[config.mk]
export PLATFORM = sky130hd
export DESIGN_NAME = pm_gate_timer
export DESIGN_NICKNAME = d
export VERILOG_FILES = /design/src/rtl/pmt_pkg.sv /design/src/rtl/pmt_sync_edge.sv /design/src/rtl/pmt_prescaler.sv /design/src/rtl/pmt_ctrl_fsm.sv /design/src/rtl/pm_gate_timer.sv
export SDC_FILE = /design/constraint.sdc
export NUM_CORES = 1
export LEC_CHECK = 0
export ABC_AREA = 1
export ABC_CLOCK_PERIOD_IN_PS = 2750
export BUFFER_PORTS_ARGS = -buffer_cell sky130_fd_sc_hd__clkbuf_2
export CORE_AREA = 2 2 84 86
export CTS_BUF_LIST = sky130_fd_sc_hd__clkbuf_8
export DETAILED_ROUTE_END_ITERATION = 12
export DIE_AREA = 0 0 86 88
export MAX_ROUTING_LAYER = met4
export PLACE_DENSITY = 0.8
export SYNTH_ARGS = -nofsm -noshare
export SYNTH_HDL_FRONTEND = slang
export SYNTH_SLANG_ARGS = --single-unit
[constraint.sdc]
create_clock -name clk -period 2.75 [get_ports clk]
set_input_delay 0.275 -clock clk [delete_from_list [all_inputs] [get_ports clk]]
set_output_delay 0.275 -clock clk [all_outputs]
set_load 0.02 [all_outputs]
[src/rtl/pmt_pkg.sv]
package pmt_pkg;

    typedef enum logic [2:0] {
        ST_OFF       = 3'd0,
        ST_EXT       = 3'd1,
        ST_INT       = 3'd2,
        ST_GATE_IDLE = 3'd3,
        ST_GATE_RUN  = 3'd4
    } pmt_state_e;

    localparam int CTL_EN_BIT   = 15;
    localparam int CTL_GATE_BIT = 7;
    localparam int CTL_PS_LSB   = 4;
    localparam int CTL_SRC_BIT  = 1;

    localparam logic [1:0] ADDR_CTL = 2'd0;
    localparam logic [1:0] ADDR_CNT = 2'd1;
    localparam logic [1:0] ADDR_PER = 2'd2;

    // terminal value of the prescale counter for a select code
    function automatic logic [7:0] ps_limit(input logic [2:0] sel);
        logic [8:0] r;
        if (sel == 3'd7) r = 9'd256;
        else             r = 9'd1 << sel;
        return 8'(r - 9'd1);
    endfunction

endpackage

[src/rtl/pmt_sync_edge.sv]
module pmt_sync_edge #(
    parameter int STAGES = 2
) (
    input  logic clk,
    input  logic rst_n,
    input  logic din,
    output logic rise,
    output logic fall
);
    logic [STAGES-1:0] sh_q;
    logic              prev_q;
    logic              lvl;

    generate
        if (STAGES == 1) begin : g_one
            always_ff @(posedge clk or negedge rst_n) begin
                if (!rst_n) sh_q <= '0;
                else        sh_q <= din;
            end
        end else begin : g_chain
            always_ff @(posedge clk or negedge rst_n) begin
                if (!rst_n) sh_q <= '0;
                else        sh_q <= {sh_q[STAGES-2:0], din};
            end
        end
    endgenerate

    assign lvl = sh_q[STAGES-1];

    always_ff @(posedge clk or negedge rst_n) begin
        if (!rst_n) prev_q <= 1'b0;
        else        prev_q <= lvl;
    end

    assign rise = lvl & ~prev_q;
    assign fall = ~lvl & prev_q;
endmodule

[src/rtl/pmt_prescaler.sv]
module pmt_prescaler #(
    parameter int SEL_W = 3,
    parameter int DIV_W = 8
) (
    input  logic             clk,
    input  logic             rst_n,
    input  logic             clr,
    input  logic             tick_in,
    input  logic [SEL_W-1:0] sel,
    output logic             tick_out
);
    import pmt_pkg::*;

    logic [DIV_W-1:0] div_q;
    logic [DIV_W-1:0] lim;
    logic             at_lim;

    assign lim      = DIV_W'(ps_limit(3'(sel)));
    assign at_lim   = (div_q >= lim);
    assign tick_out = tick_in & at_lim;

    always_ff @(posedge clk or negedge rst_n) begin
        if (!rst_n)       div_q <= '0;
        else if (clr)     div_q <= '0;
        else if (tick_in) div_q <= at_lim ? '0 : div_q + 1'b1;
    end
endmodule

[src/rtl/pmt_ctrl_fsm.sv]
module pmt_ctrl_fsm (
    input  logic                clk,
    input  logic                rst_n,
    input  logic                en,
    input  logic                src_ext,
    input  logic                gate_on,
    input  logic                pin_rise,
    input  logic                pin_fall,
    output pmt_pkg::pmt_state_e st,
    output logic                src_tick,
    output logic                match_ok,
    output logic                gate_end
);
    import pmt_pkg::*;

    pmt_state_e st_q, st_d;

    always_comb begin
        st_d = st_q;
        unique case (st_q)
            ST_OFF: begin
                if (en) begin
                    if (src_ext)      st_d = ST_EXT;
                    else if (gate_on) st_d = ST_GATE_IDLE;
                    else              st_d = ST_INT;
                end
            end
            ST_EXT:       if (!en) st_d = ST_OFF;
            ST_INT:       if (!en) st_d = ST_OFF;
            ST_GATE_IDLE: begin
                if (!en)           st_d = ST_OFF;
                else if (pin_rise) st_d = ST_GATE_RUN;
            end
            ST_GATE_RUN: begin
                if (!en)           st_d = ST_OFF;
                else if (pin_fall) st_d = ST_GATE_IDLE;
            end
            default: st_d = ST_OFF;
        endcase
    end

    // state register
    always_ff @(posedge clk or negedge rst_n) begin
        if (!rst_n) st_q <= ST_OFF;
        else        st_q <= st_d;
    end

    // outputs
    always_comb begin
        src_tick = 1'b0;
        match_ok = 1'b0;
        gate_end = 1'b0;
        unique case (st_q)
            ST_OFF:       ;
            ST_EXT: begin
                src_tick = en & pin_rise;
                match_ok = 1'b1;
            end
            ST_INT: begin
                src_tick = en;
                match_ok = 1'b1;
            end
            ST_GATE_IDLE: ;
            ST_GATE_RUN: begin
                src_tick = en;
                gate_end = en & pin_fall;
            end
            default: ;
        endcase
    end

    assign st = st_q;
endmodule

[src/rtl/pm_gate_timer.sv]
module pm_gate_timer #(
    parameter int CNT_W       = 16,
    parameter int SYNC_STAGES = 2,
    parameter int PS_SEL_W    = 3,
    parameter int DIV_W       = 8
) (
    input  logic             clk,
    input  logic             rst_n,
    input  logic             tmr_in,
    input  logic             wr_en,
    input  logic [1:0]       wr_addr,
    input  logic [CNT_W-1:0] wr_data,
    input  logic [1:0]       rd_addr,
    output logic [CNT_W-1:0] rd_data,
    output logic             match_evt,
    output logic             gate_evt
);
    import pmt_pkg::*;

    localparam int PS_MSB = CTL_PS_LSB + PS_SEL_W - 1;

    logic                en_q, gate_q, src_q;
    logic [PS_SEL_W-1:0] ps_q;
    logic [CNT_W-1:0]    cnt_q, per_q;
    logic                ctl_wr, cnt_wr, per_wr;
    logic                pin_rise, pin_fall;
    logic                src_tick, cnt_tick, match_ok, gate_end, wrap;
    logic                gate_mode;
    pmt_state_e          st;

    assign ctl_wr    = wr_en && (wr_addr == ADDR_CTL);
    assign cnt_wr    = wr_en && (wr_addr == ADDR_CNT);
    assign per_wr    = wr_en && (wr_addr == ADDR_PER);
    assign gate_mode = en_q & ~src_q & gate_q;

    pmt_sync_edge #(.STAGES(SYNC_STAGES)) u_sync (
        .clk  (clk),
        .rst_n(rst_n),
        .din  (tmr_in),
        .rise (pin_rise),
        .fall (pin_fall)
    );

    pmt_ctrl_fsm u_fsm (
        .clk     (clk),
        .rst_n   (rst_n),
        .en      (en_q),
        .src_ext (src_q),
        .gate_on (gate_q),
        .pin_rise(pin_rise),
        .pin_fall(pin_fall),
        .st      (st),
        .src_tick(src_tick),
        .match_ok(match_ok),
        .gate_end(gate_end)
    );

    pmt_prescaler #(.SEL_W(PS_SEL_W), .DIV_W(DIV_W)) u_ps (
        .clk     (clk),
        .rst_n   (rst_n),
        .clr     (~en_q),
        .tick_in (src_tick),
        .sel     (ps_q),
        .tick_out(cnt_tick)
    );

    // control and period registers
    always_ff @(posedge clk or negedge rst_n) begin
        if (!rst_n) begin
            en_q   <= 1'b0;
            gate_q <= 1'b0;
            src_q  <= 1'b0;
            ps_q   <= '0;
            per_q  <= '0;
        end else begin
            if (ctl_wr) begin
                en_q   <= wr_data[CTL_EN_BIT];
                gate_q <= wr_data[CTL_GATE_BIT];
                src_q  <= wr_data[CTL_SRC_BIT];
                ps_q   <= wr_data[PS_MSB:CTL_PS_LSB];
            end
            if (per_wr) per_q <= wr_data;
        end
    end

    assign wrap = (cnt_q == per_q);

    // count register and event pulses
    always_ff @(posedge clk or negedge rst_n) begin
        if (!rst_n) begin
            cnt_q     <= '0;
            match_evt <= 1'b0;
            gate_evt  <= 1'b0;
        end else begin
            if (cnt_wr)        cnt_q <= wr_data;
            else if (cnt_tick) cnt_q <= wrap ? '0 : cnt_q + 1'b1;
            match_evt <= cnt_tick & wrap & match_ok & ~cnt_wr;
            gate_evt  <= gate_end;
        end
    end

    // read mux
    always_comb begin
        rd_data = '0;
        unique case (rd_addr)
            ADDR_CTL: begin
                rd_data[CTL_EN_BIT]          = en_q;
                rd_data[CTL_GATE_BIT]        = gate_q;
                rd_data[PS_MSB:CTL_PS_LSB]   = ps_q;
                rd_data[CTL_SRC_BIT]         = src_q;
            end
            ADDR_CNT: rd_data = cnt_q;
            ADDR_PER: rd_data = per_q;
            default:  rd_data = '0;
        endcase
    end
endmodule

==> flow_metrics.tcl <==
set metrics [dict create \
    power_density_mw_per_mm2 628.2 \
    hold_depth 1 \
    synth_top_family_by_area "simple AND/OR/NAND/NOR gates" \
    min_period_over_period 0.8863 \
    ir_drop_mv 0.3641 \
    netSwitchingPower_mw 1.087 \
    fin_skew_ns 0.006143 \
    pin_count 42 \
    grt_usage 0.2639 \
    seq_area_frac_synth 0.3450 \
    drt-total-wl_um 9059 \
    leakagePower_nw 2.398 \
    area_delta_synth_final_pct 8.914 \
    numCtsBuffers 5 \
    fin_tns_setup_ns 0 \
    end_kind "register" \
    drt_first_pass_iters 5 \
    cp.arrival_ns 2.64 \
    hold_violations 0 \
    pwr-share-seq 0.442 \
    antenna_found_initial 0 \
    crit_type "register to register" \
    cts_tree "yes" \
    fmax_ghz 0.4103 \
    cts_sinks 54 \
    async_reset_ff_frac 1.000 \
    grt_max_degree 55 \
    synth-compound-area-share 0.08307 \
    yosys_warnings 0 \
    synth_simple_gate_area_frac 0.3872 \
    p_comb_frac 0.351 \
    synth_xor_xnor_area_share 0.02684 \
    critPathLaunchType "register" \
    status "completed" \
    synth-adder-area-share 0.04792 \
    reg2reg_from "ps_q[0]" \
    max_slew_margin 0.4757 \
    holdPathEnd "u_sync.sh_q[0]" \
    drt-initial-drc-count 237 \
    worstRegToRegCells 15 \
    grt_pass1_vias 3425 \
    cap_violations 0 \
    sw_frac_of_total 0.4056 \
    instances_no_fill 707 \
    dp.cells 697 \
    reg2reg_slack_ns 0.31 \
    drc 0 \
    syn-cell-area_mm2 0.003916 \
    grt_remaining_overflow 0 \
    synth_top_area_cell "dfrtp_1" \
    yosysUniqueCellTypes 30 \
    synth_edf_count 0 \
    drv_slew 0 \
    antenna_cells 0 \
    hold_start "tmr_in" \
    start_util 0.5895 \
    clock_path_buffers 2 \
    finalSetupViolations 0 \
    clk_latency_ns 0.31 \
    route.antenna.remaining_nets 0 \
    ys_ff_latch 54 \
    die_area_mm2 0.007568 \
    synth_most_common_cell "nand2_1" \
    syn_inst 596 \
    hold_class "input pin to register" \
    r2r-end "cnt_q[7]" \
    ys_top_cells_by_area "dfrtp_1 35%, nand2_1 22%, inv_1 6.0%, nand3_1 5.8%, ha_1 4.8%" \
    syn_nets 635 \
    routed_wire_length_per_instance_um 12.81 \
    fin_crit_ns 2.437 \
    grt_setup_unrepaired "false" \
    core_area_mm2 0.006644 \
    clkSlewWorstSetupHoldPaths_ns 0.10 \
    ys.flop_type "dfrtp_1" \
    cts_resized 0 \
    dp_hpwl_um 6483 \
    holdBufCountCts 0 \
    dieWidth_um 86 \
    drive_above_1_share 0.1419 \
    vias 3786 \
    intPower_mw 1.593 \
    dieHeight_um 88 \
    p_clk_frac 0.207 \
    cts_setup_buffers 0 \
    viasPerCell 5.355 \
    rows 30 \
    worst_pin_slew_ns 0.7864 \
    avgSynthCellArea_um2 6.571 \
    grt_pass1_wl_um 15590 \
    port_buffers 41 \
    gp_congestion 0.8952 \
    layout.nets 666 \
    synth_top_area_frac 0.3450 \
    cts_root_buffer "clkbuf_8" \
    synth_mux_area_frac 0 \
    worstPathMaxFanout 10 \
    yosys-top-cells-count "225 x nand2_1, 63 x inv_1, 54 x dfrtp_1, 48 x nor2_1, 45 x nand3_1" \
    htree_levels 2 \
    required_ns 2.95 \
]
-- worst max-delay path by stage --
stage	startpoint	endpoint	slack, ns	cells past startpoint
after floorplan	ps_q[0]	cnt_q[10]	0.47	17
after global placement	ps_q[0]	cnt_q[15]	0.40	15
after detailed placement	ps_q[0]	cnt_q[10]	0.28	15
after CTS	ps_q[0]	cnt_q[5]	0.24	15
after global routing	ps_q[0]	cnt_q[10]	0.08	15
final	ps_q[0]	cnt_q[7]	0.31	15
-- routing by layer --
metal | share of wire | wire length [um] | track usage | vias to the layer above
met5 | 0 | 0 | - | -
met4 | 0.013 | 115 | 0.06205 | 0
met3 | 0.053 | 479 | 0.04147 | 11
met2 | 0.46 | 4140 | 0.4285 | 106
met1 | 0.48 | 4325 | 0.3484 | 1745
li1 | - | - | - | 1924
-- state kept, by name, summed over array words and instances (netlist names) --
register	cells
u_sync.prev_q	1
match_evt	1
cnt_q	16
u_sync.sh_q	2
u_fsm.st	3
src_q	1
gate_q	1
per_q	16
u_ps.div_q	8
ps_q	3
gate_evt	1
en_q	1
-- per-stage QoR --
stage	hold slack, ns	total power [mW]	util	setup WS, ns	cell area [um2]
2_1_floorplan	-0.02059	1.907	-	0.4712	3916
5_1_grt	0.05676	2.912	0.6420	0.08278	4265
4_1_cts	0.06156	2.678	0.6367	0.2445	4230
3_3_place_gp	0.3338	2.085	0.6198	0.3970	4118
3_5_place_dp	0.3358	2.124	0.6198	0.2795	4118
6_report	0.06840	2.679	0.6420	0.3126	4265
-- cells in the final DEF (no fill, tap or decap), types with 2 or more instances in the layout --
cell type  netlist  routed
o21ai_0         22      22
nor3_1           3       3
nand4_1          7       7
nand3_1         45      45
inv_1           63      63
clkbuf_2         0      41
o22ai_1          5       5
ha_1            15      15
o21ai_1          2       2
clkinv_1         3       3
inv_2           15      15
nand3_2         10      10
nor2_2           3       3
dfrtp_1         54      54
a21oi_1         30      30
nor2_1          48      48
nand2_1        225     225
nand2_4          3       3
xor2_1          12      12
buf_4            5       5
clkbuf_8         0       6
-- critical path, cell delays in order (launching register included) --
cell and delay, ns:
dfrtp_1 0.49, nor2_1 0.18, nand2_1 0.10, ha_1 0.23
xor2_1 0.17, inv_1 0.06, ha_1 0.26, nand2_1 0.04
o21bai_1 0.15, nand2_1 0.06, nand2_1 0.08, nand2_1 0.12
nand2_4 0.10, buf_4 0.16, nand3_1 0.06, nand2_1 0.06
-- power groups by stage --
stage	Sequential, mW	Clock [mW]	Combinational, mW
detailed placement	1.19	0	0.931
global placement	1.18	0	0.903
global route	1.21	0.591	1.11
finish	1.18	0.555	0.940
CTS	1.18	0.562	0.938
floorplan	1.08	0	0.830
-- area by class of cell --
class / count / area [um2]
clock buffer: 6 / 82.58
multi-input combinational: 438 / 2135
clock inverter: 1 / 30.03
tap: 80 / 100.1
inverter: 81 / 304.0
fill: 603 / 2379
timing repair buffer: 47 / 262.8
sequential: 54 / 1351
-- cells by family after synthesis --
family,after synthesis
DFF,54
AOI/OAI and AO/OA,62
xor gates and xnor gates,12
and+or+nand+nor,349
adders and majority gates,15
buffers and inverters,104
Note: power is estimated with default switching activity, not from simulation.
